===== src/rtl/norm_shifter_pkg.sv =====
package norm_shifter_pkg;

  typedef enum logic [1:0] {
    OP_ROTL    = 2'b00,
    OP_SHL     = 2'b01,
    OP_SHR     = 2'b10,
    OP_SHL_ALT = 2'b11
  } shift_op_e;

  typedef struct packed {
    shift_op_e op;
    logic      fill_sign;
    logic      norm;
    logic      sm_mode;
  } shift_ctrl_t;

endpackage


===== src/rtl/ns_stage.sv =====
module ns_stage #(
  parameter int W = 8
) (
  input  logic         clk,
  input  logic         rst,
  input  logic         ce,
  input  logic         bypass,
  input  logic [W-1:0] d,
  output logic [W-1:0] q
);

  logic [W-1:0] r_q;

  always_ff @(posedge clk) begin
    if (rst)     r_q <= '0;
    else if (ce) r_q <= d;
  end

  assign q = bypass ? d : r_q;

  // a stage with ce low keeps its contents
  assert_stage_hold_R10: assert property (@(posedge clk) disable iff (rst)
    (!$past(ce) && !$past(rst)) |-> $stable(r_q));

  // the cycle after reset the stage holds zero
  assert_stage_clear_R10: assert property (@(posedge clk) disable iff (rst)
    $past(rst) |-> (r_q == '0));

endmodule


===== src/rtl/ns_lead_enc.sv =====
module ns_lead_enc #(
  parameter int W  = 32,
  parameter int CW = $clog2(W)
) (
  input  logic          clk,
  input  logic          rst,
  input  logic [W-1:0]  data,
  input  logic          sm_mode,
  output logic [CW-1:0] cnt,
  output logic          zero
);

  localparam int MW = W - 1;

  logic          ref_bit;
  logic [MW-1:0] diff;

  assign ref_bit = sm_mode ? 1'b0 : data[W-1];
  assign diff    = data[MW-1:0] ^ {MW{ref_bit}};

  always_comb begin
    cnt = CW'(MW);
    for (int i = 0; i < MW; i++) begin
      if (diff[i]) cnt = CW'(MW - 1 - i);
    end
  end

  assign zero = ~|diff;

  // the zero flag comes with the maximum count
  assert_enc_zero_R8: assert property (@(posedge clk) disable iff (rst)
    zero |-> (cnt == CW'(MW)));

  // the first bit after the counted run differs from the reference
  assert_enc_first_R7: assert property (@(posedge clk) disable iff (rst)
    !zero |-> (data[MW - 1 - int'(cnt)] != ref_bit));

endmodule


===== src/rtl/ns_log_shifter.sv =====
module ns_log_shifter #(
  parameter int W  = 32,
  parameter int AW = $clog2(W)
) (
  input  logic          clk,
  input  logic          rst,
  input  logic [W-1:0]  din,
  input  logic [AW-1:0] amt,
  input  logic          rotate,
  input  logic          right,
  input  logic          fill,
  output logic [W-1:0]  dout
);

  logic [W-1:0] rev_in, rev_out;
  logic [W-1:0] lvl [AW+1];

  for (genvar i = 0; i < W; i++) begin : g_rev
    assign rev_in[i]  = din[W-1-i];
    assign rev_out[i] = lvl[AW][W-1-i];
  end

  assign lvl[0] = right ? rev_in : din;

  for (genvar k = 0; k < AW; k++) begin : g_lvl
    localparam int S = 1 << k;
    logic [S-1:0] low_bits;
    assign low_bits   = rotate ? lvl[k][W-1 -: S] : {S{fill}};
    assign lvl[k+1]   = amt[k] ? {lvl[k][W-1-S:0], low_bits} : lvl[k];
  end

  assign dout = right ? rev_out : lvl[AW];

  // rotation neither creates nor loses set bits
  assert_rot_pop_R1: assert property (@(posedge clk) disable iff (rst)
    rotate |-> ($countones(dout) == $countones(din)));

  // a nonzero zero-filled left shift clears bit 0
  assert_shl_fill_R2: assert property (@(posedge clk) disable iff (rst)
    (!rotate && !right && !fill && amt != '0) |-> !dout[0]);

endmodule


===== src/rtl/norm_shifter.sv =====
module norm_shifter
  import norm_shifter_pkg::*;
#(
  parameter int DATA_W = 32,
  parameter int HALF_W = DATA_W / 2,
  parameter int AMT_W  = $clog2(DATA_W)
) (
  input  logic              clk,
  input  logic              rst,
  input  logic              ce,
  input  logic              in_bypass,
  input  logic              out_bypass,
  input  logic [DATA_W-1:0] data_in,
  input  logic [AMT_W-1:0]  shift_amt,
  input  logic [1:0]        shift_op,
  input  logic              fill_sign,
  input  logic              normalize,
  input  logic              sm_mode,
  input  logic              half_sel,
  output logic [HALF_W-1:0] data_out,
  output logic [AMT_W-1:0]  lead_count,
  output logic              lead_zero
);

  localparam int CTRL_W = $bits(shift_ctrl_t);
  localparam int IN_W   = DATA_W + AMT_W + CTRL_W;
  localparam int OUT_W  = DATA_W + AMT_W + 1;

  shift_ctrl_t       c_in, c1;
  logic [DATA_W-1:0] d1;
  logic [AMT_W-1:0]  a1;
  logic [IN_W-1:0]   s1_bus;

  assign c_in = '{op: shift_op_e'(shift_op), fill_sign: fill_sign,
                  norm: normalize, sm_mode: sm_mode};

  ns_stage #(.W(IN_W)) u_in_stage (
    .clk(clk), .rst(rst), .ce(ce), .bypass(in_bypass),
    .d({data_in, shift_amt, c_in}), .q(s1_bus)
  );

  assign {d1, a1, c1} = s1_bus;

  logic [AMT_W-1:0] enc_cnt;
  logic             enc_zero;

  ns_lead_enc #(.W(DATA_W), .CW(AMT_W)) u_enc (
    .clk(clk), .rst(rst), .data(d1), .sm_mode(c1.sm_mode),
    .cnt(enc_cnt), .zero(enc_zero)
  );

  logic              is_rot, is_right, do_norm, keep_sign;
  logic [DATA_W-1:0] sh_in, sh_out, result;
  logic [AMT_W-1:0]  eff_amt;

  assign is_rot    = (c1.op == OP_ROTL);
  assign is_right  = (c1.op == OP_SHR);
  assign do_norm   = c1.norm && !is_rot && !is_right;
  assign keep_sign = do_norm && c1.sm_mode;
  assign eff_amt   = do_norm ? enc_cnt : a1;
  assign sh_in     = keep_sign ? {d1[DATA_W-2:0], 1'b0} : d1;

  ns_log_shifter #(.W(DATA_W), .AW(AMT_W)) u_shift (
    .clk(clk), .rst(rst), .din(sh_in), .amt(eff_amt),
    .rotate(is_rot), .right(is_right),
    .fill(is_right && c1.fill_sign && d1[DATA_W-1]),
    .dout(sh_out)
  );

  assign result = keep_sign ? {d1[DATA_W-1], sh_out[DATA_W-1:1]} : sh_out;

  // a normalized two's-complement word has its top two bits differing
  assert_norm_tc_R5: assert property (@(posedge clk) disable iff (rst)
    (do_norm && !c1.sm_mode && !enc_zero) |-> (result[DATA_W-1] != result[DATA_W-2]));

  // a normalized sign-magnitude word keeps its sign and leads with a one
  assert_norm_sm_R6: assert property (@(posedge clk) disable iff (rst)
    (keep_sign && !enc_zero) |-> (result[DATA_W-2] && result[DATA_W-1] == d1[DATA_W-1]));

  logic [DATA_W-1:0] res_q;
  logic [OUT_W-1:0]  s2_bus;

  ns_stage #(.W(OUT_W)) u_out_stage (
    .clk(clk), .rst(rst), .ce(ce), .bypass(out_bypass),
    .d({result, enc_cnt, enc_zero}), .q(s2_bus)
  );

  assign {res_q, lead_count, lead_zero} = s2_bus;
  assign data_out = half_sel ? res_q[DATA_W-1 -: HALF_W] : res_q[HALF_W-1:0];

endmodule


===== config.mk =====
export PLATFORM = sky130hd
export DESIGN_NAME = norm_shifter
export DESIGN_NICKNAME = d
export VERILOG_FILES = /design/src/rtl/norm_shifter_pkg.sv /design/src/rtl/ns_stage.sv /design/src/rtl/ns_lead_enc.sv /design/src/rtl/ns_log_shifter.sv /design/src/rtl/norm_shifter.sv
export SDC_FILE = /design/constraint.sdc
export NUM_CORES = 1
export LEC_CHECK = 0
export BUFFER_PORTS_ARGS = -buffer_cell sky130_fd_sc_hd__buf_2
export CORE_AREA = 2 2 134 136
export DETAILED_ROUTE_END_ITERATION = 10
export DIE_AREA = 0 0 136 138
export PLACE_DENSITY_LB_ADDON = 0.1
export SLEW_MARGIN = 20
export SYNTH_ARGS = -nofsm -noshare
export SYNTH_HDL_FRONTEND = slang
export SYNTH_SLANG_ARGS = --single-unit

===== constraint.sdc =====
create_clock -name clk -period 8.27 [get_ports clk]
set_clock_uncertainty 0.1 [all_clocks]
set_input_delay 2.0675 -clock clk [delete_from_list [all_inputs] [get_ports clk]]
set_output_delay 2.0675 -clock clk [all_outputs]
set_load 0.1 [all_outputs]

==> flow_metrics.tcl <==
set metrics [dict create \
    grt_pass1_wl_um 64300 \
    fin_util_pct 82.7 \
    report.final.setup_viol 16 \
    synth-seq-cells 80 \
    globalplace.congestion 1.00 \
    power.density_nw_per_um2 186 \
    worst_pin_slew_ns 0.985 \
    cp_data_required_time_ns 6.10 \
    pre_cts_slack_ns -0.520 \
    rsz0062_at_grt "true" \
    grt-ovfl-total 0 \
    synth_xor_xnor_area_share_pct 0.186 \
    finalWorstSetupSlack_ns -0.367 \
    critPathSlowestCell "mux2i_1" \
    layoutNonFillerInstCount 1822 \
    syn_avg_cell_area_um2 7.61 \
    hold_path_class "register to register" \
    die_w_um 136 \
    die_height_um 138 \
    synth-simple-area-share_pct 19.5 \
    layout_min_cycle_time_ns 8.64 \
    cts_root_buf "clkbuf_16" \
    initial_core_util_pct 53.7 \
    vias_per_cell 7.01 \
    netlist_instances 1239 \
    grt_pass1_vias 11500 \
    clock_sinks 80 \
    route.top_layer_used "met4" \
    hold_ws_ns 0.369 \
    startpoint_type "primary input" \
    dpl-instance-area_um2 12500 \
    synthAdderAreaFrac_pct 0 \
    dr.pass1.iters 7 \
    synth_edf_count 0 \
    route.met3.wl_um 5290 \
    drive_gt1_share_pct 44.8 \
    dpl.cell_count 1751 \
    syn-num-nets 1287 \
    cp_max_fo 8 \
    cts_buffer_depth 2 \
    htreeDepth 3 \
    failed_checks "negative setup slack" \
    hpwl_um 30600 \
    wl_um 44500 \
    final_area_um2 14500 \
    n_fill_cell 1085 \
    yosysWarningCount 0 \
    leakagePower_nw 6.08 \
    status "finished, violations left" \
    synthMuxAreaShare_pct 23.0 \
    ys.flop_type "dfxtp_1" \
    hold_viol 0 \
    dieArea_um2 18800 \
    cts_made_buffers 9 \
    synth_top_family_by_area "compound AO/OA/AOI/OAI gates" \
    yosys.area.top_type "dfxtp_1" \
    wl_met2_um 19300 \
    fin_nets 1636 \
    clkLatencyLatePin_ns 0.34 \
    portBuffers 69 \
    cts_tree "built" \
    slew_headroom_pct 34.2 \
    path_clk_slew_ns 0.07 \
    antenna_found_initial 1 \
    setup_tns_ns -4.18 \
    routedWlPerCell_um 24.4 \
    core_region_area_um2 17500 \
    fin_crit_sh_pct 104 \
    hold_buffers 0 \
    track_usage_pct 43.6 \
    rows 49 \
    antennaDiodeCount 0 \
    synthArstFlopShare_pct 0 \
    fmax_mhz 116 \
    drt-met1-wl_um 17500 \
    ioPinCount 70 \
    area_growth_pct 53.8 \
    ir_worst_vdd_mv 0.221 \
    ant_nets 0 \
    crit_arrival_ns 6.47 \
    synthesis.area_um2 9420 \
    cp_cell_sequence "buf_12 -> buf_4 -> mux2i_4 -> buf_6 -> a21oi_1 -> o211ai_1 -> buf_4 -> a221oi_4 -> o211ai_1 -> buf_6 -> nand2_2 -> buf_6 -> mux2i_1 -> a221oi_2 -> o41ai_1 -> a31oi_2 -> buf_4 -> nor2_1 -> nor2_1 -> buf_4 -> o221ai_2 -> buf_12" \
    slowest_delay_ns 0.55 \
    grt_start_max_net_pins 82 \
    first_iter_violations 1862 \
    end_kind "primary output" \
    yosysUniqueCellTypes 99 \
    finalPower_mw 2.69 \
    crit_top_cell "buf_4" \
    synth_compound_area_share_pct 34.2 \
    ys_seq_area_share_pct 17.0 \
    yosysTopAreaCellShare_pct 17.0 \
    synth_area_leaders "dfxtp_1, mux2i_1, nor2_1" \
    slew_viol_final 0 \
    drv_cap 0 \
    via_count 12800 \
    crit_type "primary input to primary output" \
    drc_errors 0 \
]
cell usage after synthesis, types with 11 or more instances:
master    number
o211ai_1      25
nor2_1       176
o221ai_1      11
nand3_1       18
a22oi_1       18
o21ai_1       13
a21oi_1       61
a31oi_1       13
buf_2         23
o21ai_0       56
mux2i_1      141
nor3_1        33
o31ai_1       15
nand2_1      103
nor2b_1       11
buf_1         14
clkbuf_1      49
a211oi_1      38
o22ai_1       41
mux2_2        41
dfxtp_1       80
path summary, 6_finish.rpt:
kind / startpoint / end / slack [ns] / cells after the start
setup / recovery: in_bypass / data_out[10] / -0.37 / 22
setup reg to reg: u_in_stage.r_q[0]$_SDFFE_PP0P_ / u_out_stage.r_q[13]$_SDFFE_PP0P_ / 3.40 / 20
hold reg to reg: u_out_stage.r_q[14]$_SDFFE_PP0P_ / u_out_stage.r_q[14]$_SDFFE_PP0P_ / 0.37 / 2
hold / removal: u_out_stage.r_q[14]$_SDFFE_PP0P_ / u_out_stage.r_q[14]$_SDFFE_PP0P_ / 0.37 / 2
routing by layer:
metal,GRT usage [%],vias up
li1,-,5494
met1,59.5,6021
met2,66.2,1040
met3,9.83,219
met4,17.7,0
met5,0,-
layout by cell type, fill, tap and decap left out, drive strengths merged, types with 7 or more instances in the layout:
cell,synthesis,routed
o21ai,71,71
a21boi,8,8
nand2,103,103
o31ai,19,19
a221oi,14,14
dfxtp,80,80
mux2i,146,146
nand2b,10,10
o21a,10,10
and2,7,7
a22oi,18,18
a21o,8,8
a32oi,7,7
o311ai,8,8
nor2b,11,11
o22ai,43,43
o31a,8,8
a22o,8,8
buf,54,437
inv,10,14
a211oi,41,41
mux2,48,48
or3,7,7
nor3,33,33
o221ai,12,12
a21oi,61,61
clkbuf,49,12
nor2,178,178
a211o,7,7
nand3,19,19
o211ai,25,25
nor4,9,9
a31oi,13,13
what timing repair did:
action	CTS	global route
endpoints found under the setup margin	16	16
pin swaps	40	60
gates cloned	2	2
setup buffers	22	33
gates resized for setup	115	134
power breakdown:
part	switching (mW)	leakage [nW]	internal, mW	total (mW)
Clock	0.184	0.164	0.272	0.456
Combinational	0.999	5.25	0.793	1.79
Sequential	0.0245	0.660	0.418	0.442
Total	1.21	6.08	1.48	2.69
worst max-delay path, delay by kind of cell:
kind	cells	cell delay [ns]
buf+inv	9	1.48
simple gates	3	0.25
mux	2	0.76
compound gates	8	1.89
state kept, by name, indices dropped and copies added (netlist names):
signal	cells
u_in_stage.r_q	42
u_out_stage.r_q	38
final cells by class:
cell class / instances / area (um2) / area share (%)
clock buffers: 9 / 225 / 1.55
flip-flops and latches: 80 / 1600 / 11.0
multi-input cells: 1047 / 8550 / 59.0
well taps: 229 / 287 / 1.98
clock inverters: 7 / 109 / 0.751
repair buffers: 440 / 3680 / 25.4
inverters: 10 / 37.5 / 0.259
cell families after synthesis:
group / count (synthesis)
muxes: 200
DFF: 80
xor gates and xnor gates: 2
AOI/OAI and AO/OA: 437
and+or+nand+nor: 407
buffers and inverters: 113
(Power assumes the default switching activity.)
